File: src/rtl/asym_div_pkg.sv
package asym_div_pkg;

  // Default width of each count field in the control word.
  localparam int unsigned DEF_CNT_W  = 8;
  localparam int unsigned DEF_WORD_W = 32;

  // Level of the divided clock.
  typedef enum logic {
    PH_LOW  = 1'b0,
    PH_HIGH = 1'b1
  } div_phase_e;

endpackage

File: src/rtl/cdiv_cfg_regs.sv
// Staged control word plus the shadow copy the counters run from.
module cdiv_cfg_regs #(
  parameter int unsigned CNT_W  = 8,
  parameter int unsigned WORD_W = 32
) (
  input  logic              clk,
  input  logic              rst,
  input  logic              cfg_we,
  input  logic [WORD_W-1:0] cfg_wdata,
  input  logic              boundary,
  output logic              run_en,
  output logic [CNT_W-1:0]  act_low,
  output logic [CNT_W-1:0]  act_high,
  output logic [CNT_W-1:0]  act_hold
);

  localparam int unsigned LO_LSB  = 0;
  localparam int unsigned HI_LSB  = CNT_W;
  localparam int unsigned HD_LSB  = 2 * CNT_W;
  localparam int unsigned EN_BIT  = 3 * CNT_W;
  localparam int unsigned SPARE_W = WORD_W - EN_BIT - 1;

  logic [CNT_W-1:0] stg_low, stg_high, stg_hold;
  logic [CNT_W-1:0] wr_low, wr_high, wr_hold;

  assign wr_low  = cfg_wdata[LO_LSB +: CNT_W];
  assign wr_high = cfg_wdata[HI_LSB +: CNT_W];
  assign wr_hold = cfg_wdata[HD_LSB +: CNT_W];

  // Bits above the enable carry no meaning.
  generate
    if (SPARE_W > 0) begin : g_spare
      logic spare_unused;
      assign spare_unused = ^cfg_wdata[WORD_W-1:EN_BIT+1];
    end
  endgenerate

  always_ff @(posedge clk) begin
    if (rst) begin
      stg_low  <= '0;
      stg_high <= '0;
      stg_hold <= '0;
      run_en   <= 1'b0;
      act_low  <= '0;
      act_high <= '0;
      act_hold <= '0;
    end else begin
      if (cfg_we) begin
        stg_low  <= wr_low;
        stg_high <= wr_high;
        stg_hold <= wr_hold;
        run_en   <= cfg_wdata[EN_BIT];
      end
      // While stopped, a write feeds the counters directly so that the
      // first period already uses it; while running, only a boundary does.
      if (cfg_we && !run_en) begin
        act_low  <= wr_low;
        act_high <= wr_high;
        act_hold <= wr_hold;
      end else if (run_en && boundary) begin
        act_low  <= stg_low;
        act_high <= stg_high;
        act_hold <= stg_hold;
      end
    end
  end

endmodule

File: src/rtl/cdiv_phase_gen.sv
// Two-phase counter producing the divided clock level.
module cdiv_phase_gen
  import asym_div_pkg::*;
#(
  parameter int unsigned CNT_W = 8
) (
  input  logic             clk,
  input  logic             rst,
  input  logic             run_en,
  input  logic [CNT_W-1:0] act_low,
  input  logic [CNT_W-1:0] act_high,
  output div_phase_e       phase,
  output logic             boundary,
  output logic             rise_evt
);

  logic [CNT_W-1:0] cnt;
  logic             low_done, high_done;

  assign low_done  = (cnt == act_low);
  assign high_done = (cnt == act_high);

  // Edge at which the high phase ends: the period boundary.
  assign boundary = run_en && (phase == PH_HIGH) && high_done;
  // Edge at which the output switches high.
  assign rise_evt = run_en && (phase == PH_LOW) && low_done;

  always_ff @(posedge clk) begin
    if (rst || !run_en) begin
      phase <= PH_LOW;
      cnt   <= '0;
    end else if (phase == PH_LOW) begin
      if (low_done) begin
        phase <= PH_HIGH;
        cnt   <= '0;
      end else begin
        cnt <= cnt + 1'b1;
      end
    end else begin
      if (high_done) begin
        phase <= PH_LOW;
        cnt   <= '0;
      end else begin
        cnt <= cnt + 1'b1;
      end
    end
  end

endmodule

File: src/rtl/cdiv_hold_timer.sv
// Delays each rising edge by a programmed count and emits a one-cycle strobe.
module cdiv_hold_timer #(
  parameter int unsigned CNT_W = 8
) (
  input  logic             clk,
  input  logic             rst,
  input  logic             run_en,
  input  logic             rise_evt,
  input  logic [CNT_W-1:0] act_hold,
  output logic             hold_stb
);

  logic             armed;
  logic [CNT_W-1:0] hcnt;
  logic [CNT_W-1:0] tgt;

  always_ff @(posedge clk) begin
    if (rst || !run_en) begin
      armed    <= 1'b0;
      hcnt     <= '0;
      tgt      <= '0;
      hold_stb <= 1'b0;
    end else begin
      hold_stb <= 1'b0;
      if (armed) begin
        if (hcnt == tgt) begin
          hold_stb <= 1'b1;
          armed    <= 1'b0;
        end else begin
          hcnt <= hcnt + 1'b1;
        end
      end
      // A fresh rising edge restarts the wait with the current count.
      if (rise_evt) begin
        armed <= 1'b1;
        hcnt  <= '0;
        tgt   <= act_hold;
      end
    end
  end

endmodule

File: src/rtl/asym_clk_div.sv
// Programmable divider with separate low, high and hold counts.
module asym_clk_div
  import asym_div_pkg::*;
#(
  parameter int unsigned CNT_W  = DEF_CNT_W,
  parameter int unsigned WORD_W = DEF_WORD_W
) (
  input  logic              clk,
  input  logic              rst,
  input  logic              cfg_we,
  input  logic [WORD_W-1:0] cfg_wdata,
  output logic              div_clk,
  output logic              hold_stb
);

  logic             run_en;
  logic [CNT_W-1:0] act_low, act_high, act_hold;
  logic             boundary, rise_evt;
  div_phase_e       phase;

  cdiv_cfg_regs #(
    .CNT_W  (CNT_W),
    .WORD_W (WORD_W)
  ) u_cfg (
    .clk       (clk),
    .rst       (rst),
    .cfg_we    (cfg_we),
    .cfg_wdata (cfg_wdata),
    .boundary  (boundary),
    .run_en    (run_en),
    .act_low   (act_low),
    .act_high  (act_high),
    .act_hold  (act_hold)
  );

  cdiv_phase_gen #(
    .CNT_W (CNT_W)
  ) u_phase (
    .clk      (clk),
    .rst      (rst),
    .run_en   (run_en),
    .act_low  (act_low),
    .act_high (act_high),
    .phase    (phase),
    .boundary (boundary),
    .rise_evt (rise_evt)
  );

  cdiv_hold_timer #(
    .CNT_W (CNT_W)
  ) u_hold (
    .clk      (clk),
    .rst      (rst),
    .run_en   (run_en),
    .rise_evt (rise_evt),
    .act_hold (act_hold),
    .hold_stb (hold_stb)
  );

  assign div_clk = (phase == PH_HIGH);

endmodule

File: config.mk
export PLATFORM = sky130hd
export DESIGN_NAME = asym_clk_div
export DESIGN_NICKNAME = d
export VERILOG_FILES = /design/src/rtl/asym_div_pkg.sv /design/src/rtl/cdiv_cfg_regs.sv /design/src/rtl/cdiv_phase_gen.sv /design/src/rtl/cdiv_hold_timer.sv /design/src/rtl/asym_clk_div.sv
export SDC_FILE = /design/constraint.sdc
export NUM_CORES = 1
export LEC_CHECK = 0
export BUFFER_PORTS_ARGS = -buffer_cell sky130_fd_sc_hd__buf_2
export CAP_MARGIN = 10
export CORE_ASPECT_RATIO = 1.1
export CORE_MARGIN = 3
export CORE_UTILIZATION = 30
export CTS_BUF_LIST = sky130_fd_sc_hd__clkbuf_2 sky130_fd_sc_hd__clkbuf_4 sky130_fd_sc_hd__clkbuf_8
export DETAILED_ROUTE_END_ITERATION = 10
export PLACE_DENSITY = 0.52
export RECOVER_POWER = 50
export SLEW_MARGIN = 10
export SYNTH_ARGS = -nofsm -noshare
export SYNTH_HDL_FRONTEND = slang
export SYNTH_SLANG_ARGS = --single-unit
File: constraint.sdc
create_clock -name clk -period 1.62 [get_ports clk]
set_input_delay 0 -clock clk [delete_from_list [all_inputs] [get_ports clk]]
set_output_delay 0 -clock clk [all_outputs]
set_load 0.01 [all_outputs]
==> impl_metrics.toml <==
[cts]
htreeDepth = 3
path_clk_slew_ps = 80
cts.path.max_buffers = 2
numClockSinks = 76
cts_buffers = 9
clock_latency_ps = 340
clock_tree.root_cell = "clkbuf_8"
cts_tree = "yes"

[drt]
vias = 2445
dr.pass1.iters = 4
viasPerCell = 4.43
drc = 0
drtIter0Drc = 38
drt-wirelength-per-cell_um = 12.4
antenna_left = 0
drt_wl_total_um = 6870

[floorplan]
io_pins = 37
chipWidth_um = 105
fp.dieH_um = 115
start_util_pct = 31.1
core_um2 = 10500
fp.dieArea_um2 = 12200
rows = 39

[layout]
regArea_um2 = 1540
drive_gt1_share_pct = 23.2
layout.nets = 441
num-fill-cells = 1015
utilization_pct = 41.2
final_design_area_no_fill_um2 = 4320
area_growth_pct = 32.3
diodes = 0
multiInputGateArea_um2 = 1690
layout.cells.non_filler = 552

[timing]
setup_viol = 15
whs_ps = 37.7
finClkSkew_ps = 11.2
rsz0062_at_grt = "yes"
worst_slew_pin_slew_ps = 864
timing.final.max_slew_violations = 0
finalHoldViolCount = 0
fin_crit_ps = 1660
fmax_ghz = 0.603
worst_slack_ps = -37.6
slew_headroom_pct = 42.4
setup_tns_ps = -135
min_period_over_period_pct = 102

[placed_design]
place_area_um2 = 3740
place_ws_ps = -51.6
gp_congestion = 0.807
dp_cells = 505
dp_hpwl_um = 4740
portBuffers = 29

[synth]
syn_area_per_cell_um2 = 9.92
ys_types = 30
synth_top_area_cell = "dfxtp_1"
synth_edf_count = 0
synth_nets = 366
synthXorXnorAreaFrac_pct = 9.93
synth.cell_area_um2 = 3260
synth_cells = 329
yosysWarnings = 0
yosys.area_share.adder_pct = 0.767
synth-compound-area-share_pct = 7.70
yosysTopAreaCellShare_pct = 46.6
synthTopCellsByCount = "dfxtp_1, nor2_1, mux2i_1"
synthArstFlopShare_pct = 0
synthTopCellsByArea = "dfxtp_1, mux2i_1, nor2_1, a211oi_1, xnor2_1"
ys_seq_elements = 76
yosys.area_share.simple_pct = 13.9
yosysSeqAreaShare_pct = 46.6
yosys_most_used_dff = "dfxtp_1"
synth_top_family_by_area = "multiplexers"
synth_mux_area_share_pct = 17.8

[worst_setup_path]
path_cells = "xor2_2 -> nor4_4 -> nand4_4 -> buf_6 -> mux2i_1 -> a211oi_1"
setup.worst_path.start_class = "register"
worstSetupPathType = "reg -> reg"
crit_family = "simple AND/OR/NAND/NOR gates"
cp-end-kind = "register"
cp.required_ps = 1860
crit_buf_inv = 1
worstPathMaxFanout = 4
slowest_stage = "dfxtp_2"
crit_path_max_incr_delay_ps = 340
crit_arrival_ps = 1900

[global_route]
grt_max_degree = 50
grt_pass1_vias = 2504
antenna_found_initial = 0
grt_overflow_total = 0
track_usage_pct = 12.1
grt_pass1_wl_um = 11700

[power_and_ir_drop]
vdd_drop_max_mv = 0.581
p_per_area_nw_per_um2 = 901
p_leak_nw = 1.88
power_mw = 3.89

[outcome]
failed_checks = "negative setup slack"
status = "finished, violations left"

[job]
cap_violations = 0

[hold_path]
hold_class = "in -> reg"
-- final cells by class --
type	instances	share of cell area, %
Multi-Input combinational cell	230	39.2
Sequential cell	76	35.6
Timing Repair Buffer	84	16.1
Clock buffer	14	4.32
Tap cell	143	4.14
Clock inverter	2	0.377
Inverter	3	0.261
-- final timing paths --
| kind | from | cells past startpoint | end | slack [ps] |
|---|---|---|---|---|
| worst max-delay path | u_cfg.act_high[6] | 6 | u_cfg.act_high[5] | -40 |
| worst min-delay path | rst | 3 | u_phase.phase | 40 |
| worst max register to register | u_cfg.act_high[6] | 6 | u_cfg.act_high[5] | -40 |
| worst min register to register | u_cfg.stg_low[3] | 2 | u_cfg.stg_low[3] | 500 |
-- layer usage --
layer  up-vias  routed length, µm  global-route usage (%)
li1       1282                  -                       -
met1      1127               3380                    14.8
met2        28               3190                    20.3
met3         8                184                    2.86
met4         0                119                    5.77
met5         -                  0                       0
-- worst min-delay path: stages --
cell and delay (ps):
buf_2 100, nand2b_1 180, a211oi_2 60
-- registers in the layout (all words and copies together) (netlist names) --
name / count
u_hold.hold_stb: 1
u_hold.armed: 1
u_cfg.run_en: 1
u_hold.hcnt: 8
u_cfg.act_hold: 8
u_phase.phase: 1
u_cfg.act_low: 8
u_phase.cnt: 8
u_hold.tgt: 8
u_cfg.stg_high: 8
u_cfg.stg_hold: 8
u_cfg.act_high: 8
u_cfg.stg_low: 8
-- cell families after synthesis --
family | after synthesis
compound gates | 34
xor+xnor | 37
fa+ha+maj | 2
buf+inv | 23
flops | 76
mux | 58
simple gates | 99
-- placed cells by master (no fill, tap or decap), types with 2 or more instances in the layout --
cell and n:
a211oi_1 22, a211oi_2 3, and2_1 3, and3_1 4, buf_12 5, buf_2 27, buf_4 19, buf_6 5
clkbuf_1 2, clkbuf_8 13, dfxtp_1 66, dfxtp_2 9, dlygate4sd3_1 25, ha_1 2, inv_1 3, mux2i_1 58
nand3_1 2, nand4_1 4, nor2_1 76, o2111ai_1 2, o211ai_1 3, xnor2_1 20, xor2_1 14, xor2_2 2
-- what timing repair did --
item | in CTS | in global routing
hold buffers | 25 | 0
hold endpoints to repair | 49 | 0
endpoints found under the setup margin | 29 | 45
pin swaps | 8 | 8
gates resized for setup | 6 | 19
setup buffers | 3 | 4
-- where the power goes --
group	switching, mW	internal, mW	total [mW]	leakage (nW)
Clock	0.668	0.745	1.41	0.102
Sequential	0.0585	1.96	2.01	0.628
Combinational	0.216	0.248	0.464	1.15
Power figures use the tool's default switching activity.
